**config.mk**
```make
export PLATFORM = sky130hd
export DESIGN_NAME = dma_bus_handover
export DESIGN_NICKNAME = d
export VERILOG_FILES = /design/src/rtl/dma_ho_pkg.sv /design/src/rtl/dma_ho_rst_sync.sv /design/src/rtl/dma_ho_fsm.sv /design/src/rtl/dma_snoop_tags.sv /design/src/rtl/dma_bus_handover.sv
export SDC_FILE = /design/constraint.sdc
export NUM_CORES = 1
export LEC_CHECK = 0
export CAP_MARGIN = 30
export CORE_ASPECT_RATIO = 1.75
export CORE_MARGIN = 2
export CORE_UTILIZATION = 41
export DETAILED_ROUTE_END_ITERATION = 8
export GPL_TIMING_DRIVEN = 1
export MAX_ROUTING_LAYER = met4
export PLACE_DENSITY_LB_ADDON = 0.08
export SKIP_CTS_REPAIR_TIMING = 1
export SKIP_LAST_GASP = 1
export SYNTH_ARGS = -nofsm -noshare
export SYNTH_HDL_FRONTEND = slang
export SYNTH_SLANG_ARGS = --single-unit
```
**constraint.sdc**
```tcl
create_clock -name clk -period 2.7 [get_ports clk]
set_input_delay 0.54 -clock clk [delete_from_list [all_inputs] [get_ports clk]]
set_output_delay 0.54 -clock clk [all_outputs]
set_load 0.03 [all_outputs]
```
**src/rtl/dma_ho_pkg.sv**
```systemverilog
package dma_ho_pkg;

  typedef enum logic [2:0] {
    ST_IDLE    = 3'd0,
    ST_FINISH  = 3'd1,
    ST_GRANTED = 3'd2,
    ST_SNOOP   = 3'd3,
    ST_RELACK  = 3'd4
  } ho_state_e;

  localparam logic SNP_MODE_INVAL  = 1'b0;
  localparam logic SNP_MODE_UPDATE = 1'b1;

endpackage

```
**src/rtl/dma_ho_rst_sync.sv**
```systemverilog
module dma_ho_rst_sync #(
  parameter int STAGES = 2
) (
  input  logic clk,
  input  logic rst_n,
  output logic rst_sync_n
);

  logic [STAGES-1:0] sync_q;

  always_ff @(posedge clk or negedge rst_n) begin
    if (!rst_n) begin
      sync_q <= '0;
    end else begin
      sync_q <= {sync_q[STAGES-2:0], 1'b1};
    end
  end

  assign rst_sync_n = sync_q[STAGES-1];

endmodule

```
**src/rtl/dma_ho_fsm.sv**
```systemverilog
module dma_ho_fsm
  import dma_ho_pkg::*;
(
  input  logic clk,
  input  logic rst_n,
  input  logic req_i,
  input  logic gack_i,
  input  logic rel_i,
  input  logic busy_i,
  output logic grant_o,
  output logic rel_ack_o,
  output logic stall_o,
  output logic snoop_en_o
);

  ho_state_e state_q;
  ho_state_e state_d;

  // next-state logic
  always_comb begin
    state_d = state_q;
    unique case (state_q)
      ST_IDLE: begin
        if (req_i) state_d = ST_FINISH;
      end
      ST_FINISH: begin
        if (!req_i)       state_d = ST_IDLE;
        else if (!busy_i) state_d = ST_GRANTED;
      end
      ST_GRANTED: begin
        if (!req_i)      state_d = ST_IDLE;
        else if (gack_i) state_d = ST_SNOOP;
      end
      ST_SNOOP: begin
        if (rel_i) state_d = ST_RELACK;
      end
      ST_RELACK: begin
        state_d = ST_IDLE;
      end
      default: state_d = ST_IDLE;
    endcase
  end

  // state register
  always_ff @(posedge clk or negedge rst_n) begin
    if (!rst_n) begin
      state_q <= ST_IDLE;
    end else begin
      state_q <= state_d;
    end
  end

  // Moore output decode
  always_comb begin
    grant_o    = 1'b0;
    rel_ack_o  = 1'b0;
    stall_o    = 1'b0;
    snoop_en_o = 1'b0;
    unique case (state_q)
      ST_GRANTED: grant_o = 1'b1;
      ST_SNOOP: begin
        grant_o    = 1'b1;
        stall_o    = 1'b1;
        snoop_en_o = 1'b1;
      end
      ST_RELACK: begin
        rel_ack_o = 1'b1;
        stall_o   = 1'b1;
      end
      default: ;
    endcase
  end

endmodule

```
**src/rtl/dma_snoop_tags.sv**
```systemverilog
module dma_snoop_tags
  import dma_ho_pkg::*;
#(
  parameter int ADDR_W = 16,
  parameter int DATA_W = 8,
  parameter int IDX_W  = 3
) (
  input  logic              clk,
  input  logic              rst_n,
  input  logic              snoop_en_i,
  input  logic              snp_wr_i,
  input  logic              snp_mode_i,
  input  logic [ADDR_W-1:0] snp_addr_i,
  input  logic [DATA_W-1:0] snp_data_i,
  input  logic              fill_en_i,
  input  logic [ADDR_W-1:0] fill_addr_i,
  input  logic [DATA_W-1:0] fill_data_i,
  input  logic [ADDR_W-1:0] lk_addr_i,
  output logic              lk_hit_o,
  output logic [DATA_W-1:0] lk_data_o
);

  localparam int ENTRIES = 1 << IDX_W;
  localparam int TAG_W   = ADDR_W - IDX_W;

  logic [ENTRIES-1:0] valid_q, valid_d;
  logic [TAG_W-1:0]   tag_q  [ENTRIES];
  logic [TAG_W-1:0]   tag_d  [ENTRIES];
  logic [DATA_W-1:0]  data_q [ENTRIES];
  logic [DATA_W-1:0]  data_d [ENTRIES];

  logic [IDX_W-1:0] snp_idx, fill_idx, lk_idx;
  logic [TAG_W-1:0] snp_tag, fill_tag, lk_tag;

  assign snp_idx  = snp_addr_i[IDX_W-1:0];
  assign snp_tag  = snp_addr_i[ADDR_W-1:IDX_W];
  assign fill_idx = fill_addr_i[IDX_W-1:0];
  assign fill_tag = fill_addr_i[ADDR_W-1:IDX_W];
  assign lk_idx   = lk_addr_i[IDX_W-1:0];
  assign lk_tag   = lk_addr_i[ADDR_W-1:IDX_W];

  logic [ENTRIES-1:0] snp_hit;
  logic [ENTRIES-1:0] fill_sel;

  // per-entry snoop comparators and fill decode
  for (genvar g = 0; g < ENTRIES; g++) begin : g_entry
    assign snp_hit[g]  = snoop_en_i && snp_wr_i && (snp_idx == IDX_W'(g))
                         && valid_q[g] && (tag_q[g] == snp_tag);
    assign fill_sel[g] = fill_en_i && (fill_idx == IDX_W'(g));
  end

  // next-state of the store
  always_comb begin
    valid_d = valid_q;
    for (int i = 0; i < ENTRIES; i++) begin
      tag_d[i]  = tag_q[i];
      data_d[i] = data_q[i];
      if (snp_hit[i]) begin
        if (snp_mode_i == SNP_MODE_UPDATE) begin
          data_d[i] = snp_data_i;
        end else begin
          valid_d[i] = 1'b0;
        end
      end else if (fill_sel[i]) begin
        valid_d[i] = 1'b1;
        tag_d[i]   = fill_tag;
        data_d[i]  = fill_data_i;
      end
    end
  end

  always_ff @(posedge clk or negedge rst_n) begin
    if (!rst_n) begin
      valid_q <= '0;
    end else begin
      valid_q <= valid_d;
    end
  end

  // tag and data storage carry no reset
  always_ff @(posedge clk) begin
    for (int i = 0; i < ENTRIES; i++) begin
      if (snp_hit[i] || fill_sel[i]) begin
        tag_q[i]  <= tag_d[i];
        data_q[i] <= data_d[i];
      end
    end
  end

  assign lk_hit_o  = valid_q[lk_idx] && (tag_q[lk_idx] == lk_tag);
  assign lk_data_o = data_q[lk_idx];

endmodule

```
**src/rtl/dma_bus_handover.sv**
```systemverilog
module dma_bus_handover #(
  parameter int ADDR_W = 16,
  parameter int DATA_W = 8,
  parameter int IDX_W  = 3
) (
  input  logic              clk,
  input  logic              rst_n,
  input  logic              dev_req_i,
  input  logic              dev_gack_i,
  input  logic              dev_rel_i,
  input  logic              cpu_busy_i,
  output logic              grant_o,
  output logic              rel_ack_o,
  output logic              cpu_stall_o,
  input  logic              snp_wr_i,
  input  logic              snp_mode_i,
  input  logic [ADDR_W-1:0] snp_addr_i,
  input  logic [DATA_W-1:0] snp_data_i,
  input  logic              fill_i,
  input  logic [ADDR_W-1:0] fill_addr_i,
  input  logic [DATA_W-1:0] fill_data_i,
  input  logic [ADDR_W-1:0] lk_addr_i,
  output logic              lk_hit_o,
  output logic [DATA_W-1:0] lk_data_o
);

  logic rst_sync_n;
  logic snoop_en;
  logic fill_en;

  dma_ho_rst_sync #(.STAGES(2)) i_rst_sync (
    .clk        (clk),
    .rst_n      (rst_n),
    .rst_sync_n (rst_sync_n)
  );

  dma_ho_fsm i_fsm (
    .clk        (clk),
    .rst_n      (rst_sync_n),
    .req_i      (dev_req_i),
    .gack_i     (dev_gack_i),
    .rel_i      (dev_rel_i),
    .busy_i     (cpu_busy_i),
    .grant_o    (grant_o),
    .rel_ack_o  (rel_ack_o),
    .stall_o    (cpu_stall_o),
    .snoop_en_o (snoop_en)
  );

  // the processor may only fill while it owns the bus
  assign fill_en = fill_i && !cpu_stall_o;

  dma_snoop_tags #(
    .ADDR_W (ADDR_W),
    .DATA_W (DATA_W),
    .IDX_W  (IDX_W)
  ) i_tags (
    .clk         (clk),
    .rst_n       (rst_sync_n),
    .snoop_en_i  (snoop_en),
    .snp_wr_i    (snp_wr_i),
    .snp_mode_i  (snp_mode_i),
    .snp_addr_i  (snp_addr_i),
    .snp_data_i  (snp_data_i),
    .fill_en_i   (fill_en),
    .fill_addr_i (fill_addr_i),
    .fill_data_i (fill_data_i),
    .lk_addr_i   (lk_addr_i),
    .lk_hit_o    (lk_hit_o),
    .lk_data_o   (lk_data_o)
  );

endmodule

```
## Word-level counts from Yosys, hierarchy flattened

Memory sizes are Yosys's and may differ from the RTL's.
Cells that the tools add are included.

| storage, ports and cells | value |
|---|---|
| bits in registers | 13 |
| memories kept | 2 |
| output and inout bits | 12 |
| bits in writable memories | 168 |
| word-level logic and storage cells | 284 |
| input port bits | 73 |

| operators by class | value |
|---|---|
| multiplexer cells | 128 |
| magnitude comparators | 1 |
| equality and inequality tests | 55 |
| reduce and logical (&&, ||, !) cells | 88 |

Memories:

| name | depth | width | read ports | clocked after memory_dff | wr ports | RTL line | source |
|---|---|---|---|---|---|---|---|
| i_tags.tag_q | 8 | 13 | 9 | 0 | 1 | dma_snoop_tags.sv:27 | `logic [TAG_W-1:0] tag_q [ENTRIES];` |
| i_tags.data_q | 8 | 8 | 1 | 0 | 1 | dma_snoop_tags.sv:29 | `logic [DATA_W-1:0] data_q [ENTRIES];` |

Operator list:

| cell | count |
|---|---|
| $mux W13 | 23 |
| $mux W8 | 31 |
| $eq A13 B13 Y1 | 9 |
| $reduce_or A13 Y1 | 7 |
| $mux W3 | 20 |
| $reduce_or A8 Y1 | 7 |
| $mux W1 | 52 |
| $ne A2 B2 Y1 const B | 26 |
| $logic_and A1 B1 Y1 | 35 |
| $eq A3 B3 Y1 const B | 9 |
| $reduce_and A3 Y1 | 8 |
| $eq A3 B2 Y1 const B | 6 |
| $reduce_and A2 Y1 | 8 |
| $reduce_bool A2 Y1 | 8 |
| $pmux W3 S4 | 1 |
| $eq A3 B1 Y1 const B | 3 |
| $logic_not A3 Y1 | 3 |
| $logic_or A1 B1 Y1 | 8 |
| $ne A3 B3 Y1 const B | 2 |
| $lt A3 B4 Y1 const B | 1 |
| $reduce_and A4 Y1 | 1 |
| $reduce_or A2 Y1 | 2 |
| $bmux W1 S3 | 1 |
| $logic_not A1 Y1 | 1 |

## Longest topological paths before layout

| logic depth | value |
|---|---|
| depth in word-level cells | 18 |
| depth in mapped cells | 8 |
| mapped depth without buffers | 6 |

## By module

From an unflattened synthesis, not the netlist that was laid out.

| unflattened totals | value |
|---|---|
| cells, all modules | 590 |
| area, all modules | 9359.0 um^2 |

By module, submodules not included:

| module | cells each | area each (um^2) | instances | sequential area each (um^2) |
|---|---|---|---|---|
| dma_snoop_tags | 566 | 9101.2 | 1 | 5245.0 |
| dma_ho_fsm | 20 | 190.2 | 1 | 75.1 |
| dma_ho_rst_sync | 3 | 53.8 | 1 | 50.0 |
| dma_bus_handover | 1 | 13.8 | 1 | 0.0 |

## Worst setup path before layout

No wires, ideal clock.

| path | value |
|---|---|
| kind | input to output |
| start | input port lk_addr_i[2] |
| end | output port lk_hit_o |
| arrival | 2.623 ns |
| data required time | 2.160 ns |
| buffers on the path | 3 |
| stages | 8 |
| path slack | -0.463 ns |
| cell sequence | buf_2 buf_2 buf_2 mux4_2 mux2i_1 xor2_1 nand4_1 nor3_1 |

| on the way | value |
|---|---|
| word-level cells in the longest chain between the ends | 3 |
| elaborated cells between the ends (all ways) | 5 |
| classes of those cells | 1 x eq/ne; 2 x mux; 1 x reduce/logical; 1 x memory |

RTL lines:

| element | RTL line | source |
|---|---|---|
| from (decl) | dma_bus_handover.sv:22 | `input logic [ADDR_W-1:0] lk_addr_i,` |
| $mem_v2 Z8 W13 / $bmux W1 S3 (equally long branches) | -- |  |
| $eq A13 B13 Y1 / $mux W1 (equally long branches) | dma_snoop_tags.sv:90 | `assign lk_hit_o = valid_q[lk_idx] && (tag_q[lk_idx] == lk_tag);` |
| $logic_and A1 B1 Y1 * | dma_snoop_tags.sv:90 |  |
| to (decl) | dma_bus_handover.sv:23 | `output logic lk_hit_o,` |

Every way passes the cells marked *; elsewhere a longest branch is shown, timed or not. The select of a mux whose other input is x is not followed.

## Worst setup path in the final report

Same ends and word-level chain as after synthesis.

==> out/results.txt <==
Status = finished with violations
Failing checks = negative setup slack
Final worst slack = -0.528 ns
Hold crit path type = reg2async
CTS tree = yes
Synthesized instance count = 585
GPL Wtd Cong = 0.958
Clk pwr share = 0.383
Core box area = 0.0226 sq mm
Synth Warn # = 0
Fin crit share = 1.20
Crit path cell chain = clkbuf_4, buf_12, buf_4, mux4_2, mux2i_1, xor2_1, nand4_1, nor3_4, buf_12
EDFF count, synth = 168
Worst-Skew Late Latency = 0.44 ns
TritonCTS buffer count = 17
Number of global-route vias before repair = 6481
Seq/Total Area, Yosys = 0.575
VDD IR max = 0.000442 V
Final cell count without fillers = 1089
Clk pin slew, worst setup/hold paths = 0.07 ns
Chip width = 118 um
Post-DRT Antenna Nets = 0
Switch share = 0.248
PwrDens = 544 mW/mm^2
Critical setup path kind = in2out
CP max stage delay = 0.48 ns
Die height = 204 um
Crit path capture type = output port
I/O pins = 85
Most frequent cells in the layout = edfxtp_1, buf_4, xor2_1, clkdlybuf4s50_1, mux2_2
# setup viols final = 1
Reg power frac = 0.483
CP max FO = 7
Final wirelength = 28300 um
RR Startpoint = i_fsm.state_q[2]$_DFFE_PN0P_
First-pass GRT wire length = 40700 um
Largest net degree at the start of global routing = 18
Synth unique cells = 43
Critical R2R Capture = i_tags.data_q[2][6]$_DFFE_PP_
Clock Tree Root = clkbuf_16
Initial core utilization = 0.414
Setup crit start kind = input port
Final Hold Slack = 0.235 ns
Grt total ovfl = 0
Worst Reg-to-Reg Cells = 9
Syn nets = 658
RSZ-0062 raised after global routing = yes
R2r setup slk = 0.15 ns
Wirelength per Cell = 26.0 um
CTS Buffer Depth = 2
Internal power = 4.97 mW
# nets final = 849
Ratio of cells with drive above 1 in the final layout = 0.374
Leak = 4.41 nW
Clock skew = 0.00789 ns
Tmin final = 3.23 ns
Routed vias = 5786
Area of the mapped netlist = 0.00934 sq mm
Total of max-cap violations = 0
Slew Limit Fails = 0
Crit-path most repeated cell = buf_12
Placed insts = 1054
Top FF cell, synth = edfxtp_1
Async SR Flop Fraction = 0.0718
Post-route setup TNS = -0.528 ns
Most common cell after layout, fill and taps aside = edfxtp_1
Peak Freq = 310 MHz
Worst-Margin Slew = 0.606 ns
Rows = 73
Number of DRC markers in iteration 0 = 467
Die area = 0.0241 sq mm
First-pass iteration count of the detailed router = 4
Sw power = 1.64 mW
H-tree depth = 4
Port bufs = 84
Gate power share = 0.134
Final hold vios = 0
Total GRT Usage = 0.246
WP data arrival = 2.69 ns
Antenna violations before repair = 0
WP data required = 2.16 ns
Ant. Diodes = 0
Rel. slew slack = 0.595
Clk sink count = 181
DRC errors left = 0
Syn Area/Cell = 16.0 sq um
Detailed placement HPWL = 22000 um
Design Power = 6.60 mW
DR vias/cell = 5.31
Yosys reg bits = 181
Slowest CP cell = mux4_2
Area delta synth->final = 29.9%
-- registers in the layout (all words and copies together), names as in the netlist --
register and flops:
i_fsm.state_q 3, i_tags.tag_q 104, i_tags.valid_q 8, i_tags.data_q 64
i_rst_sync.sync_q 2
-- cell families (layout without fill, tap and decap cells) --
family | count (synthesis) | after routing | share of synthesized area
other | 1 | 1 | 0.000401
and+or+nand+nor | 87 | 87 | 0.0619
buffers and inverters | 34 | 238 | 0.0226
AOI/OAI and AO/OA | 31 | 31 | 0.0230
DFF | 181 | 181 | 0.575
xor gates and xnor gates | 117 | 117 | 0.110
muxes | 134 | 134 | 0.207
-- critical path: cells and delay by family --
family	cells	cell delay, ns
buffers and inverters	4	0.59
and+or+nand+nor	2	0.60
xor gates and xnor gates	1	0.29
muxes	2	0.64
-- stage by stage --
step	setup WS (ns)	utilization	cell area [sq um]
5_1_grt	-0.638	0.538	12100
3_3_place_gp	-0.554	0.506	11400
6_report	-0.528	0.538	12100
4_1_cts	-0.619	0.533	12000
2_1_floorplan	-0.219	-	9370
3_5_place_dp	-0.570	0.506	11400
-- cell usage after synthesis, drive strengths merged, types with 2 or more instances --
cell    count  area, sq um
a21o        6         47.6
dfrtp      13          325
o22ai       5         31.3
inv         4         15.0
a211oi      2         15.0
nor2b       7         43.8
o22a        2         17.5
xnor2      38          333
nand2b      4         25.0
edfxtp    168         5040
xor2       79          692
mux2       79          950
nor2       17         63.8
and2b       2         15.0
clkbuf      2         7.51
a221oi      3         26.3
a21oi       8         40.0
nand3b      2         15.0
nand3       3         15.0
or4         2         15.0
buf        28          189
mux4       35          788
nor3        4         25.0
nand2       4         15.0
mux2i      20          200
nor4       22          219
nand4      18          113
-- metal layers --
layer / routed length [um] / part of all wire / global-route usage / vias to the layer above
li1: - / - / - / 2648
met1: 9170 / 0.32 / 0.225 / 2914
met2: 16600 / 0.59 / 0.474 / 158
met3: 819 / 0.029 / 0.0361 / 66
met4: 1730 / 0.061 / 0.144 / 0
met5: 0 / 0 / - / -
-- power by group through the flow --
| stage | Clock (mW) | Combinational [mW] | Sequential, mW |
|---|---|---|---|
| after CTS | 2.58 | 0.878 | 3.19 |
| after global routing | 2.68 | 0.931 | 3.20 |
| after floorplan | 0 | 0.447 | 3.23 |
| final | 2.53 | 0.882 | 3.19 |
| after global placement | 0 | 0.865 | 3.25 |
| after detailed placement | 0 | 0.874 | 3.25 |
-- worst max path at each step --
stage                                            start                       endpoint  slack, ns  depth (start not counted)
after detailed placement                 snp_addr_i[4]  i_tags.data_q[2][7]$_DFFE_PP_      -0.57                          8
after global routing      i_tags.tag_q[6][4]$_DFFE_PP_                       lk_hit_o      -0.64                          7
after floorplan                           lk_addr_i[2]                       lk_hit_o      -0.22                          8
after global placement                    lk_addr_i[1]                       lk_hit_o      -0.55                          9
final                                     lk_addr_i[2]                       lk_hit_o      -0.53                          9
after CTS                 i_tags.tag_q[1][9]$_DFFE_PP_                       lk_hit_o      -0.62                          8
-- cell type report --
cell class | instances | area, sq um
well taps | 300 | 375
clock inverters | 15 | 170
multi-input cells | 370 | 3840
flip-flops and latches | 181 | 5370
repair buffers | 202 | 1930
clock buffers | 17 | 425
inverters | 4 | 15.0
fillers | 1907 | 10400
Power figures use the tool's default switching activity.
